$ cat config.mk
export PLATFORM = sky130hd
export DESIGN_NAME = tiled_addr_gen
export DESIGN_NICKNAME = d
export VERILOG_FILES = /design/src/rtl/tiled_addr_pkg.sv /design/src/rtl/tiled_walker.sv /design/src/rtl/tiled_split.sv /design/src/rtl/tiled_join.sv /design/src/rtl/tiled_addr_gen.sv
export SDC_FILE = /design/constraint.sdc
export NUM_CORES = 1
export LEC_CHECK = 0
export CAP_MARGIN = 20
export CORE_MARGIN = 2
export CORE_UTILIZATION = 30
export CTS_CLUSTER_DIAMETER = 150
export CTS_CLUSTER_SIZE = 40
export DETAILED_ROUTE_END_ITERATION = 6
export GPL_TIMING_DRIVEN = 0
export HOLD_SLACK_MARGIN = 0.12
export PLACE_DENSITY_LB_ADDON = 0.05
export REMOVE_ABC_BUFFERS = 1
export SLEW_MARGIN = 5
export SYNTH_ARGS = -nofsm -noshare
export SYNTH_HDL_FRONTEND = slang
export SYNTH_HIERARCHICAL = 1
export SYNTH_SLANG_ARGS = --single-unit
$ cat constraint.sdc
create_clock -name clk -period 4.8 [get_ports clk]
set_input_delay 1.44 -clock clk [delete_from_list [all_inputs] [get_ports clk]]
set_output_delay 1.44 -clock clk [all_outputs]
set_load 0.05 [all_outputs]
$ cat src/rtl/tiled_addr_pkg.sv
package tiled_addr_pkg;

   typedef enum logic [1:0] {
      BPP_1B  = 2'd0,
      BPP_2B  = 2'd1,
      BPP_4B  = 2'd2,
      BPP_RSV = 2'd3
   } bpp_e;

   localparam int TILE_BYTES_LG = 12;
   localparam int SUB_BYTES_LG  = 10;
   localparam int UT_BYTES_LG   = 6;

   // log2 of the micro-tile width in pixels for a given log2(bytes per pixel)
   function automatic logic [2:0] ut_w_lg(input logic [1:0] bl);
      return (bl == 2'd2) ? 3'd2 : 3'd3;
   endfunction

   // log2 of the micro-tile height in pixels
   function automatic logic [2:0] ut_h_lg(input logic [1:0] bl);
      return (bl == 2'd0) ? 3'd3 : 3'd2;
   endfunction

   // storage slot of subtile (sx right, sy upper) within its tile;
   // the order on odd rows is the even order with the upper slot bit flipped
   function automatic logic [1:0] subtile_slot(input logic sx, input logic sy, input logic odd);
      return {sx ^ odd, sx ^ sy};
   endfunction

endpackage

$ cat src/rtl/tiled_walker.sv
module tiled_walker #(
   parameter int X_W = 12
) (
   input  logic           clk,
   input  logic           rst_n,
   input  logic           in_valid,
   input  logic           in_walk,
   input  logic [X_W-1:0] in_x,
   input  logic [X_W-1:0] in_y,
   input  logic [X_W-1:0] in_w,
   input  logic [X_W-1:0] in_h,
   input  logic           take,
   output logic           in_ready,
   output logic           feed_valid,
   output logic [X_W:0]   feed_x,
   output logic [X_W:0]   feed_y,
   output logic           busy
);
   localparam int XL = X_W + 1;
   localparam logic [XL-1:0] ONE_X = XL'(1);

   logic          active;
   logic [XL-1:0] cx, cy, x0, xe, ye;
   logic          start;

   assign in_ready   = !active && take;
   assign feed_valid = active || (in_valid && !in_walk);
   assign feed_x     = active ? cx : XL'(in_x);
   assign feed_y     = active ? cy : XL'(in_y);
   assign busy       = active;
   assign start      = in_valid && in_ready && in_walk && (in_w != '0) && (in_h != '0);

   always_ff @(posedge clk or negedge rst_n) begin
      if (!rst_n) begin
         active <= 1'b0;
         cx     <= '0;
         cy     <= '0;
         x0     <= '0;
         xe     <= '0;
         ye     <= '0;
      end else if (start) begin
         active <= 1'b1;
         cx     <= XL'(in_x);
         cy     <= XL'(in_y);
         x0     <= XL'(in_x);
         xe     <= XL'(in_x) + XL'(in_w) - ONE_X;
         ye     <= XL'(in_y) + XL'(in_h) - ONE_X;
      end else if (active && take) begin
         if (cx == xe) begin
            cx <= x0;
            if (cy == ye) begin
               active <= 1'b0;
            end else begin
               cy <= cy + ONE_X;
            end
         end else begin
            cx <= cx + ONE_X;
         end
      end
   end

endmodule

$ cat src/rtl/tiled_split.sv
module tiled_split
   import tiled_addr_pkg::*;
#(
   parameter int X_W  = 12,
   parameter int WT_W = 7
) (
   input  logic [X_W:0]    px_x,
   input  logic [X_W:0]    px_y,
   input  logic [WT_W-1:0] wt,
   input  logic [WT_W-1:0] ht,
   input  logic [1:0]      bpp,
   output logic [WT_W-1:0] tile_row,
   output logic [WT_W-1:0] tile_col,
   output logic [1:0]      slot,
   output logic [3:0]      utile,
   output logic [5:0]      pix_b,
   output logic            err
);
   localparam int XL = X_W + 1;
   localparam logic [WT_W-1:0] ONE_T = WT_W'(1);

   logic [1:0]      bl;
   logic [2:0]      wl, hl;
   logic [1:0]      ux, uy;
   logic [2:0]      pxl, pyl;
   logic [5:0]      pix;
   logic            sx, sy, odd_row, rsv;
   logic [WT_W-1:0] tx;
   logic [XL-1:0]   lim_x, lim_y;

   always_comb begin
      rsv      = (bpp == BPP_RSV);
      bl       = rsv ? 2'd2 : bpp;
      wl       = ut_w_lg(bl);
      hl       = ut_h_lg(bl);
      // tile coordinates: a tile is 8 micro-tiles on each side
      tx       = WT_W'(px_x >> (wl + 3'd3));
      tile_row = WT_W'(px_y >> (hl + 3'd3));
      odd_row  = tile_row[0];
      // subtile half within the tile
      sx       = 1'(px_x >> (wl + 3'd2));
      sy       = 1'(px_y >> (hl + 3'd2));
      // micro-tile within the subtile
      ux       = 2'(px_x >> wl);
      uy       = 2'(px_y >> hl);
      // pixel within the micro-tile
      pxl      = px_x[2:0] & ((wl == 3'd3) ? 3'b111 : 3'b011);
      pyl      = px_y[2:0] & ((hl == 3'd3) ? 3'b111 : 3'b011);
      pix      = (6'(pyl) << wl) | 6'(pxl);
      pix_b    = pix << bl;
      slot     = subtile_slot(sx, sy, odd_row);
      utile    = {uy, ux};
      tile_col = odd_row ? (wt - ONE_T - tx) : tx;
      lim_x    = XL'(wt) << (wl + 3'd3);
      lim_y    = XL'(ht) << (hl + 3'd3);
      err      = (px_x >= lim_x) || (px_y >= lim_y) || rsv;
   end

endmodule

$ cat src/rtl/tiled_join.sv
module tiled_join #(
   parameter int WT_W     = 7,
   parameter int OFS_W    = 32,
   parameter int MUL_IMPL = 0
) (
   input  logic [WT_W-1:0]  tile_row,
   input  logic [WT_W-1:0]  tile_col,
   input  logic [WT_W-1:0]  wt,
   input  logic [1:0]       slot,
   input  logic [3:0]       utile,
   input  logic [5:0]       pix_b,
   output logic [OFS_W-1:0] offset
);
   localparam int PW = 2 * WT_W;
   localparam int CW = PW + 12;

   logic [PW-1:0] row_base;
   logic [PW-1:0] tile_idx;

   generate
      if (MUL_IMPL == 0) begin : g_mul
         assign row_base = PW'(tile_row) * PW'(wt);
      end else begin : g_shadd
         logic [PW-1:0] part [WT_W];
         logic [PW-1:0] acc;
         for (genvar i = 0; i < WT_W; i++) begin : g_part
            assign part[i] = wt[i] ? (PW'(tile_row) << i) : '0;
         end
         always_comb begin
            acc = '0;
            for (int i = 0; i < WT_W; i++) begin
               acc = acc + part[i];
            end
         end
         assign row_base = acc;
      end
   endgenerate

   assign tile_idx = row_base + PW'(tile_col);

   logic [CW-1:0] packed_ofs;
   assign packed_ofs = {tile_idx, slot, utile, pix_b};

   generate
      if (OFS_W == CW) begin : g_exact
         assign offset = packed_ofs;
      end else begin : g_wide
         assign offset = {{(OFS_W - CW){1'b0}}, packed_ofs};
      end
   endgenerate

endmodule

$ cat src/rtl/tiled_addr_gen.sv
module tiled_addr_gen
   import tiled_addr_pkg::*;
#(
   parameter int X_W      = 12,
   parameter int WT_W     = 7,
   parameter int OFS_W    = 32,
   parameter int MUL_IMPL = 0
) (
   input  logic             clk,
   input  logic             rst_n,
   input  logic [WT_W-1:0]  cfg_wtiles,
   input  logic [WT_W-1:0]  cfg_htiles,
   input  logic [1:0]       cfg_bpp,
   input  logic             in_valid,
   output logic             in_ready,
   input  logic             in_walk,
   input  logic [X_W-1:0]   in_x,
   input  logic [X_W-1:0]   in_y,
   input  logic [X_W-1:0]   in_w,
   input  logic [X_W-1:0]   in_h,
   output logic             out_valid,
   input  logic             out_ready,
   output logic [OFS_W-1:0] out_offset,
   output logic             out_err
);
   localparam int XL = X_W + 1;

   // elaboration-time parameter checks
   if (XL < WT_W + 6) begin : g_bad_xw
      $fatal(1, "X_W too small to span the widest image");
   end
   if (OFS_W < 2 * WT_W + 12) begin : g_bad_ofs
      $fatal(1, "OFS_W too small for the largest image");
   end
   if (MUL_IMPL != 0 && MUL_IMPL != 1) begin : g_bad_mul
      $fatal(1, "MUL_IMPL must be 0 or 1");
   end

   // handshake readiness through the two stages
   logic v1, v2;
   logic s1_ready, s2_ready;
   assign s2_ready = !v2 || out_ready;
   assign s1_ready = !v1 || s2_ready;

   // coordinate source
   logic          feed_valid;
   logic [XL-1:0] feed_x, feed_y;
   logic          walk_busy;

   tiled_walker #(.X_W(X_W)) u_walk (
      .clk        (clk),
      .rst_n      (rst_n),
      .in_valid   (in_valid),
      .in_walk    (in_walk),
      .in_x       (in_x),
      .in_y       (in_y),
      .in_w       (in_w),
      .in_h       (in_h),
      .take       (s1_ready),
      .in_ready   (in_ready),
      .feed_valid (feed_valid),
      .feed_x     (feed_x),
      .feed_y     (feed_y),
      .busy       (walk_busy)
   );

   // stage 1: field extraction
   logic [WT_W-1:0] sp_row, sp_col;
   logic [1:0]      sp_slot;
   logic [3:0]      sp_ut;
   logic [5:0]      sp_pix;
   logic            sp_err;

   tiled_split #(.X_W(X_W), .WT_W(WT_W)) u_split (
      .px_x     (feed_x),
      .px_y     (feed_y),
      .wt       (cfg_wtiles),
      .ht       (cfg_htiles),
      .bpp      (cfg_bpp),
      .tile_row (sp_row),
      .tile_col (sp_col),
      .slot     (sp_slot),
      .utile    (sp_ut),
      .pix_b    (sp_pix),
      .err      (sp_err)
   );

   logic [WT_W-1:0] r1_row, r1_col, r1_wt;
   logic [1:0]      r1_slot;
   logic [3:0]      r1_ut;
   logic [5:0]      r1_pix;
   logic            r1_err;

   always_ff @(posedge clk or negedge rst_n) begin
      if (!rst_n) begin
         v1 <= 1'b0;
      end else if (s1_ready) begin
         v1 <= feed_valid;
      end
   end

   always_ff @(posedge clk) begin
      if (s1_ready && feed_valid) begin
         r1_row  <= sp_row;
         r1_col  <= sp_col;
         r1_wt   <= cfg_wtiles;
         r1_slot <= sp_slot;
         r1_ut   <= sp_ut;
         r1_pix  <= sp_pix;
         r1_err  <= sp_err;
      end
   end

   // stage 2: offset assembly
   logic [OFS_W-1:0] jn_ofs;

   tiled_join #(.WT_W(WT_W), .OFS_W(OFS_W), .MUL_IMPL(MUL_IMPL)) u_join (
      .tile_row (r1_row),
      .tile_col (r1_col),
      .wt       (r1_wt),
      .slot     (r1_slot),
      .utile    (r1_ut),
      .pix_b    (r1_pix),
      .offset   (jn_ofs)
   );

   logic [OFS_W-1:0] r2_ofs;
   logic             r2_err;

   always_ff @(posedge clk or negedge rst_n) begin
      if (!rst_n) begin
         v2 <= 1'b0;
      end else if (s2_ready) begin
         v2 <= v1;
      end
   end

   always_ff @(posedge clk) begin
      if (s2_ready && v1) begin
         r2_ofs <= jn_ofs;
         r2_err <= r1_err;
      end
   end

   assign out_valid  = v2;
   assign out_offset = r2_ofs;
   assign out_err    = r2_err;

endmodule

==> results of run 1 <==
worst paths after layout:
kind,startpoint,end,cells past startpoint
worst min register to register,r1_pix[5]$_DFFE_PP_,out_offset[5]$_DFFE_PP_,0
min in group asynchronous,rst_n,u_walk/cx[8]$_DFFE_PN0P_,1
worst max register to register,r1_row[3]$_DFFE_PP_,out_offset[25]$_DFFE_PP_,15
worst max-delay path,out_ready,in_ready,4
max in group asynchronous,rst_n,u_walk/cy[11]$_DFFE_PN0P_,2
worst min-delay path,r1_pix[5]$_DFFE_PP_,out_offset[5]$_DFFE_PP_,0
layer usage:
metal  global-route usage (%)  vias to the layer above  share of wire, %
li1                         -                     3907                 -
met1                    20.27                     3667                47
met2                    26.78                      101                49
met3                    2.140                       13               2.4
met4                    3.041                        0              0.70
met5                        0                        -                 0
placed cells by master (no fill, tap or decap), types with 4 or more instances in the layout:
cell / instances
a211o_1: 4
a211oi_1: 9
a21o_1: 11
a21oi_1: 29
a31oi_1: 6
and2_1: 31
and3_1: 11
clkbuf_16: 17
clkdlybuf4s50_1: 101
clkinv_2: 4
conb_1: 7
dfrtp_1: 66
edfxtp_1: 67
fa_1: 34
ha_1: 105
inv_1: 154
mux2_2: 14
mux2i_1: 27
nand2_1: 159
nand2b_1: 7
nand3_1: 19
nand4_1: 9
nor2_1: 41
nor2b_1: 5
nor3_1: 11
nor4_1: 11
o211ai_1: 4
o21a_1: 5
o21ai_0: 84
o21ai_1: 11
o21bai_1: 4
xnor2_1: 35
xor2_1: 36
what timing repair did:
item / CTS / global route
hold buffers: 0 / 0
endpoints found under the setup margin: 0 / 1
resized for setup: 0 / 1
state kept, by name, indices dropped and copies added, names as in the netlist:
signal	flops
u_walk/busy	1
r1_ut	4
out_offset	32
r1_wt	7
out_valid	1
u_walk/x0	12
v1	1
r1_slot	2
r1_col	7
u_walk/ye	13
r1_row	7
out_err	1
r1_err	1
r1_pix	6
u_walk/xe	13
u_walk/cy	13
u_walk/cx	13
cells by family after synthesis:
group	synth area share, %
AOI/OAI and AO/OA	11.75
xor gates and xnor gates	6.003
adders and majority gates	19.25
buffers and inverters	8.515
DFF	35.61
muxes	4.131
other	0.07250
and+or+nand+nor	14.66
power by group:
part	switching, mW	leakage, nW	internal (mW)
logic	1.64	3.84	1.17
clock network	0.542	0.288	0.757
registers	0.237	1.55	1.59
total	2.42	5.68	3.52
cell type report:
type,count,area share [%]
Clock buffer,21,3.813
Clock inverter,11,0.7910
Inverter,155,4.716
Multi-Input combinational cell,777,47.26
Sequential cell,134,29.91
Tap cell,455,4.614
Timing Repair Buffer,107,8.904
per-stage QoR:
stage | setup TNS (ps) | std cells
floorplan | 0 | 1066
global placement | -56060 | 1624
detailed placement | -218.0 | 1628
CTS | 0 | 1660
global route | 0 | 1660
finish | 0 | 1660
==> results.tsv, run 1 <==
stage	metric	value	unit
timing	final cycle utilization of the critical path	96.26	%
placement	DP Worst Slack	-218.0	ps
clock_tree	buffer depth of the longest clock path	2	
clock_tree	CTS Sinks	134	
yosys	Synth top area share	19.42	%
clock_tree	Inserted Clock Buffers	17	
worst_setup_path	Worst path slowest cell	clkdlybuf4s50_1	
worst_setup_path	Critical Path Max Stage Delay	840	ps
worst_setup_path	CP Cell Sequence	clkdlybuf4s50_1 > nand3b_4 > nor2b_1 > clkdlybuf4s50_1	
worst_setup_path	critical path peak fanout	6	
layout	Nets	1400	
pwr	Static Leak	5.677	nW
timing	Slew headroom	30.78	%
yosys	yosys warns	6	
timing	Hold Fails Final Rpt	0	
yosys	number of synthesized flops with an enable pin	67	
die	Top Ports	104	
timing	Least-Margin Pin Slew	1027	ps
die	die width	189.8	um
layout	Final Instance Area	0.01234	mm2
timing	Final min period	4620	ps
global_routing	first-pass GRT wire length	42.52	mm
run	max-cap violations	0	
layout	synth-to-layout area growth	19.11	%
placement	routability-driven placement congestion ratio	0.7776	
layout	fin util	35.98	%
pwr	Worst IR Drop VDD	0.0002940	V
worst_setup_path	CP top delay family	buffers and inverters	
placement	IO buf count	103	
pwr	Pwr Total	5.942	mW
yosys	Mean Syn Cell Area	9.290	um2
placement	DP HPWL	20.77	mm
die	Placeable Area	0.03429	mm2
min_path	hold crit path type	reg2reg	
layout	layout cells sized above 1	5.726	%
route	post-route ant nets	0	
clock_tree	Skew-Pair Late Insertion Delay	420	ps
worst_setup_path	Setup crit start kind	primary input	
worst_setup_path	Data required, critical path	3360	ps
clock_tree	Root Driver	clkbuf_16	
worst_setup_path	crit path buf inv count	2	
route	starting DRC count in detailed routing	267	
layout	area of the multi-input gates	0.005831	mm2
run_status	status	completed	
yosys	synth cell count leaders	nand2_1, inv_1, ha_1	
worst_setup_path	Worst R2R Setup Slack	300	ps
yosys	Synth Register Bits	134	
timing	RSZ-0062 raised after global routing	no	
timing	Fin Hold WS	415.1	ps
route	drt total wl	26.57	mm
placement	Post-DP Area	0.01176	mm2
route	1st-pass router iterations	5	
yosys	Netlist Area Pre-Place	0.01036	mm2
timing	final-report setup violation count	0	
yosys	count leader, synth	nand2_1	
clock_tree	CTS tree	done	
timing	Final Slew Violations	0	
layout	# diodes	0	
clock_tree	H-tree levels	4	
clock_tree	Post-CTS Setup Bufs	0	
yosys	top post-synthesis cells by area	edfxtp_1, dfrtp_1, ha_1, fa_1, nand2_1	
yosys	Distinct cells, synth	65	
global_routing	largest net degree at the start of global routing	71	
route	Avg Vias per Cell	4.631	
die	Initial Util	30.21	%
yosys	cells after synthesis	1115	
yosys	ys async rst share	50.00	%
route	# DRC	0	
die	# rows	68	
timing	Fmax	216.4	MHz
worst_setup_path	Arrival @ worst endpoint	3180	ps
global_routing	GRT Util Overall	15.34	%
global_routing	initial antenna violation count	0	
global_routing	remaining global-route overflow	0	
pwr	pwr dens	481.6	mW/mm2
worst_setup_path	Crit Path Class	in2out	
layout	Register Area	0.003690	mm2
global_routing	vias in the first global route	7821	
timing	Setup WS post-layout	179.7	ps
yosys	Seq/Total Area, Yosys	35.61	%
clock_tree	Worst-path clk slew	60	ps
worst_setup_path	CP dominant cell by count	clkdlybuf4s50_1	
worst_setup_path	crit end category	output port	
layout	fill count	3565	
route	wire per inst	16.01	um
yosys	Top FF cell, synth	edfxtp_1	
die	full die area	0.03603	mm2
timing	Clock Skews	16.55	ps
yosys	Synth area leader	edfxtp_1	
route	via count	7688	
die	Die H	189.8	um
No activity file was read; power rests on OpenSTA's default activity.
==> run 2, diff against run 1 <==
--- a/config.mk
+++ b/config.mk
@@ -5,6 +5,7 @@
 export SDC_FILE = /design/constraint.sdc
 export NUM_CORES = 1
 export LEC_CHECK = 0
+export ABC_AREA = 1
 export CAP_MARGIN = 20
 export CORE_MARGIN = 2
 export CORE_UTILIZATION = 30
==> run 2 against run 1 <==
- synthesized cell count is 41% higher
- maximum frequency decreased by 0.81%
- sequential cell count unchanged
- worst setup slack lost 38 ps
- core utilization decreased by 0.087 points
- clock power up 4%
- first-iteration DRC count is 62% higher
- cell count grew 31%
- largest power group is now registers
==> results.tsv, run 2 <==
stage	metric	value	unit
global_routing	met1 GRT Util	21.40	%
die	# rows	71	
yosys	Netlist Area Pre-Place	0.01151	mm2
clock_tree	Worst-path clk slew	60	ps
layout	fill count	4064	
pwr	Worst IR Drop VDD	0.0002132	V
yosys	ys async rst share	50.00	%
route	via count	9618	
global_routing	initial antenna violation count	0	
yosys	Synth area leader	edfxtp_1	
die	Die H	199.9	um
route	post-route ant nets	0	
timing	Clock Skews	13.73	ps
timing	Fin Hold WS	418.7	ps
worst_setup_path	critical path peak fanout	4	
layout	commonest non-fill, non-tap cell in the layout	nand2_1	
worst_setup_path	Arrival @ worst endpoint	3220	ps
global_routing	grt met3 use	2.789	%
global_routing	largest net degree at the start of global routing	85	
layout	Final Instance Area	0.01355	mm2
layout	# diodes	0	
layout	Nets	1857	
run_status	status	completed	
clock_tree	Hold Buf Count CTS	0	
timing	RSZ-0062 raised after global routing	no	
worst_setup_path	crit end category	output port	
clock_tree	H-tree levels	4	
timing	Final Slew Violations	0	
global_routing	GRT Util Overall	16.56	%
clock_tree	buffer depth of the longest clock path	2	
layout	max FFs per register	32	
timing	Fmax	214.7	MHz
yosys	Seq/Total Area, Yosys	32.05	%
route	1st-pass router iterations	6	
route	# DRC	0	
pwr	Pwr Total	3.624	mW
worst_setup_path	Data required, critical path	3360	ps
placement	DP Worst Slack	-91.66	ps
worst_setup_path	CP Cell Sequence	clkdlybuf4s50_1 > inv_1 > nand3_2 > nand2_2 > inv_2 > clkdlybuf4s50_1	
yosys	synth cell count leaders	nand2_1, inv_1, ha_1	
clock_tree	Root Driver	clkbuf_16	
clock_tree	CTS tree	done	
route	drt total wl	31.60	mm
clock_tree	Inserted Clock Buffers	17	
route	Avg Vias per Cell	4.426	
worst_setup_path	Crit Path Class	in2out	
worst_setup_path	Worst path slowest cell	clkdlybuf4s50_1	
layout	synth-to-layout area growth	17.75	%
yosys	Mean Syn Cell Area	7.322	um2
timing	Setup WS post-layout	142.1	ps
min_path	hold crit path type	reg2reg	
placement	Post-DP Area	0.01292	mm2
clock_tree	post-cts sizing count	0	
die	Placeable Area	0.03776	mm2
die	die width	199.9	um
yosys	count leader, synth	nand2_1	
worst_setup_path	CP dominant cell by count	clkdlybuf4s50_1	
yosys	cells after synthesis	1572	
clock_tree	CTS Sinks	134	
placement	DP HPWL	24.92	mm
timing	Slew headroom	36.09	%
die	Top Ports	104	
timing	Least-Margin Pin Slew	955.7	ps
timing	setup TNS	0	ps
global_routing	first-pass GRT wire length	50.16	mm
placement	routability-driven placement congestion ratio	0.8491	
pwr	Static Leak	7.053	nW
yosys	yosys warns	6	
timing	Hold Fails Final Rpt	0	
layout	Register Area	0.003690	mm2
worst_setup_path	Setup crit start kind	primary input	
global_routing	remaining global-route overflow	0	
layout	area of the multi-input gates	0.006261	mm2
yosys	number of synthesized flops with an enable pin	67	
timing	Final min period	4658	ps
yosys	top post-synthesis cells by area	edfxtp_1, nand2_1, dfrtp_1, ha_1, inv_1	
worst_setup_path	Critical Path Max Stage Delay	790	ps
yosys	Synth top area share	17.48	%
route	wire per inst	14.54	um
die	Initial Util	30.49	%
clock_tree	Post-CTS Setup Bufs	0	
die	full die area	0.03995	mm2
yosys	Synth Register Bits	134	
layout	most frequent cells in the layout	nand2_1, inv_1, ha_1, clkdlybuf4s50_1, o21ai_0	
timing	final cycle utilization of the critical path	97.04	%
clock_tree	Skew-Pair Late Insertion Delay	440	ps
global_routing	Top Usage Layer GRT	met2	
yosys	Top FF cell, synth	edfxtp_1	
global_routing	GRT met2 Usage	28.27	%
timing	final-report setup violation count	0	
pwr	pwr dens	267.4	mW/mm2
placement	IO buf count	103	
run	max-cap violations	0	
route	starting DRC count in detailed routing	432	
layout	layout cells sized above 1	4.332	%
global_routing	vias in the first global route	9428	
yosys	Distinct cells, synth	42	
[run 2: path summary, 6_finish.rpt]
| path | slack (ps) | cells after the start | end | from |
|---|---|---|---|---|
| min in group asynchronous | 850 | 1 | u_walk/x0[7]$_DFFE_PN0P_ | rst_n |
| worst min-delay path | 420 | 0 | out_offset[9]$_DFFE_PP_ | r1_ut[3]$_DFFE_PP_ |
| worst max register to register | 620 | 19 | out_offset[23]$_DFFE_PP_ | r1_row[3]$_DFFE_PP_ |
| worst max-delay path | 140 | 6 | in_ready | out_ready |
| max in group asynchronous | 3360 | 2 | u_walk/ye[9]$_DFFE_PN0P_ | rst_n |
| worst min register to register | 420 | 0 | out_offset[9]$_DFFE_PP_ | r1_ut[3]$_DFFE_PP_ |
[run 2: area by class of cell]
cell class / instances / area share, %
clock buffers: 23 / 3.840
clock inverters: 9 / 0.6462
inverters: 320 / 8.881
multi-input cells: 1068 / 46.20
flip-flops and latches: 134 / 27.22
well taps: 511 / 4.718
repair buffers: 108 / 8.493
[run 2: critical path, delay by kind of cell]
kind                   cells  cell delay, ps
buffers and inverters      4            1540
AND/OR/NAND/NOR            2             220
[run 2: routing by layer]
metal / up-vias / wire length, um
met5: - / 0
met4: 0 / 629
met3: 41 / 872
met2: 136 / 15230
met1: 4417 / 14860
li1: 5024 / -
[run 2: logic make-up (layout without fill, tap and decap cells)]
kind of cell,count (synthesis),after routing,share of synthesized area [%]
other,2,7,0.06525
adder cells (fa/ha/maj),139,139,17.33
AO/OA/AOI/OAI,153,153,7.033
buffers and inverters,376,460,13.87
multiplexers,4,4,0.3479
flip-flops,134,134,32.05
XOR/XNOR,39,39,2.968
AND/OR/NAND/NOR,725,726,26.34
[run 2: power breakdown]
part	leakage, nW	internal [mW]	switching [mW]
Sequential	1.56	1.30	0.0639
Combinational	5.20	0.345	0.564
Clock	0.296	0.817	0.537
Total	7.05	2.46	1.17
[run 2: stage by stage]
step,cells,util (%)
floorplan,1521,-
global placement,2135,33.92
detailed placement,2139,34.22
CTS,2171,35.83
global route,2173,35.90
finish,2173,35.90
==> run 3, diff against run 2 <==
--- a/config.mk
+++ b/config.mk
@@ -15,6 +15,7 @@
 export GPL_TIMING_DRIVEN = 0
 export HOLD_SLACK_MARGIN = 0.12
 export PLACE_DENSITY_LB_ADDON = 0.05
+export RECOVER_POWER = 25
 export REMOVE_ABC_BUFFERS = 1
 export SLEW_MARGIN = 5
 export SYNTH_ARGS = -nofsm -noshare
==> run 3 against run 2 <==
- first-iteration DRC count did not move
- sequential share of layout area barely moved
- largest cell class unchanged
- power barely moved
- register-to-register slack barely moved
- largest power group unchanged
- clock skew did not move
- combinational power barely moved
- clock-buffer cell count did not move
- critical endpoint unchanged
- hold slack did not move
==> results.tsv, run 3 (same netlist as run 2, synthesis figures left out) <==
stage	metric	value	unit
timing	Fmax	214.7	MHz
placement	DP HPWL	24.92	mm
die	Top Ports	104	
timing	Clock Skews	13.73	ps
placement	routability-driven placement congestion ratio	0.8491	
timing	RSZ-0062 raised after global routing	no	
layout	max FFs per register	32	
worst_setup_path	Crit Path Class	in2out	
layout	most frequent cells in the layout	nand2_1, inv_1, ha_1, clkdlybuf4s50_1, o21ai_0	
layout	# diodes	0	
worst_setup_path	Critical Path Max Stage Delay	790	ps
worst_setup_path	Worst path slowest cell	clkdlybuf4s50_1	
worst_setup_path	Setup crit start kind	primary input	
run	max-cap violations	0	
clock_tree	post-cts sizing count	0	
placement	Post-DP Area	0.01292	mm2
layout	fill count	4063	
min_path	HP Start	r1_ut[3]$_DFFE_PP_	
min_path	Hold Crit Depth	0	
timing	Least-Margin Pin Slew	984.0	ps
route	wire per inst	14.54	um
global_routing	initial antenna violation count	0	
die	Placeable Area	0.03776	mm2
route	starting DRC count in detailed routing	432	
timing	Setup WS post-layout	142.1	ps
global_routing	remaining global-route overflow	0	
timing	final cycle utilization of the critical path	97.04	%
layout	Final Instance Area	0.01355	mm2
die	full die area	0.03995	mm2
worst_setup_path	Reg2Reg Depth	19	
die	# rows	71	
timing	final-report setup violation count	0	
timing	Fin Hold WS	418.7	ps
clock_tree	H-tree levels	4	
layout	synth-to-layout area growth	17.72	%
worst_setup_path	Worst R2R Setup Slack	620	ps
placement	placed cell count	2139	
timing	Final Slew Violations	0	
global_routing	GRT Util Overall	16.56	%
timing	Hold Fails Final Rpt	0	
run_status	status	completed	
pwr	pwr dens	267.5	mW/mm2
pwr	Worst IR Drop VDD	0.0002132	V
route	# DRC	0	
route	drt total wl	31.59	mm
worst_setup_path	CP top delay family	buffers and inverters	
clock_tree	Worst-path clk slew	60	ps
worst_setup_path	Arrival @ worst endpoint	3220	ps
route	via count	9619	
global_routing	first-pass GRT wire length	50.16	mm
route	Avg Vias per Cell	4.427	
worst_setup_path	CP dominant cell by count	clkdlybuf4s50_1	
global_routing	largest net degree at the start of global routing	85	
worst_setup_path	critical path peak fanout	4	
worst_setup_path	reg-to-reg endpoint	out_offset[23]$_DFFE_PP_	
clock_tree	Inserted Clock Buffers	17	
die	die width	199.9	um
route	1st-pass router iterations	6	
placement	DP Worst Slack	-91.66	ps
min_path	worst hold endpoint	out_offset[9]$_DFFE_PP_	
die	Die H	199.9	um
worst_setup_path	worst r2r src	r1_row[3]$_DFFE_PP_	
layout	Nets	1857	
pwr	Static Leak	7.049	nW
clock_tree	Post-CTS Setup Bufs	0	
die	Initial Util	30.49	%
layout	commonest non-fill, non-tap cell in the layout	nand2_1	
global_routing	vias in the first global route	9428	
worst_setup_path	crit path buf inv count	4	
timing	Slew headroom	34.40	%
worst_setup_path	crit end category	output port	
clock_tree	Root Driver	clkbuf_16	
placement	IO buf count	103	
timing	Final min period	4658	ps
clock_tree	CTS Sinks	134	
min_path	hold crit path type	reg2reg	
layout	final non-filler cell total	2173	
route	post-route ant nets	0	
clock_tree	CTS tree	done	
clock_tree	buffer depth of the longest clock path	2	
layout	layout cells sized above 1	4.272	%
worst_setup_path	CP Cell Sequence	clkdlybuf4s50_1 > inv_1 > nand3_2 > nand2_2 > inv_2 > clkdlybuf4s50_1	
worst_setup_path	Data required, critical path	3360	ps
clock_tree	Skew-Pair Late Insertion Delay	440	ps
## run 3: cell count changes in the layout (fill, tap and decap cells not counted)
cell,change
buf_4,-1
clkbuf_1,+1
## run 3: cell type report
type	count	area, um2	share of cell area (%)
clock buffers	23	520.5	3.842
clock inverters	9	87.58	0.6464
well taps	511	639.4	4.719
inverters	320	1204	8.884
multi-input cells	1068	6261	46.21
flip-flops and latches	134	3690	27.23
repair buffers	108	1147	8.468
## run 3: layer usage
| metal | share of wire [%] | vias up | wire length, um | track usage (%) |
|---|---|---|---|---|
| met5 | 0 | - | 0 | 0 |
| met4 | 2.0 | 0 | 629 | 5.075 |
| met3 | 2.7 | 41 | 865 | 2.789 |
| met2 | 48 | 134 | 15230 | 28.27 |
| met1 | 47 | 4420 | 14870 | 21.40 |
| li1 | - | 5024 | - | - |
## run 3: worst max-delay path by stage
stage / startpoint / end / slack, ps / cells after the start
after floorplan: r1_row[3]$_DFFE_PP_ / out_offset[23]$_DFFE_PP_ / 960 / 19
after global placement: out_ready / out_offset[31]$_DFFE_PP_ / -660 / 3
after detailed placement: cfg_bpp[1] / r1_err$_DFFE_PP_ / -90 / 11
after CTS: out_ready / in_ready / 160 / 6
after global routing: cfg_bpp[1] / r1_err$_DFFE_PP_ / 60 / 11
final: out_ready / in_ready / 140 / 6
## run 3: timing repair
action | 4_1_cts | 5_1_grt
setup endpoints to repair | 0 | 1
endpoints found under the hold margin | 0 | 0
hold buffers | 0 | 0
## run 3: metrics by stage
| step | power (mW) | TNS (ps) | utilization, % |
|---|---|---|---|
| final | 3.624 | 0 | 35.89 |
| after global routing | 3.855 | 0 | 35.89 |
| after CTS | 3.686 | 0 | 35.83 |
| after detailed placement | 2.303 | -91.66 | 34.22 |
| after global placement | 2.295 | -43260 | 33.92 |
| after floorplan | 1.983 | 0 | - |
## run 3: report_power, final
group | switching [mW] | internal, mW
sequential | 0.0639 | 1.30
combinational | 0.564 | 0.344
clock | 0.537 | 0.817
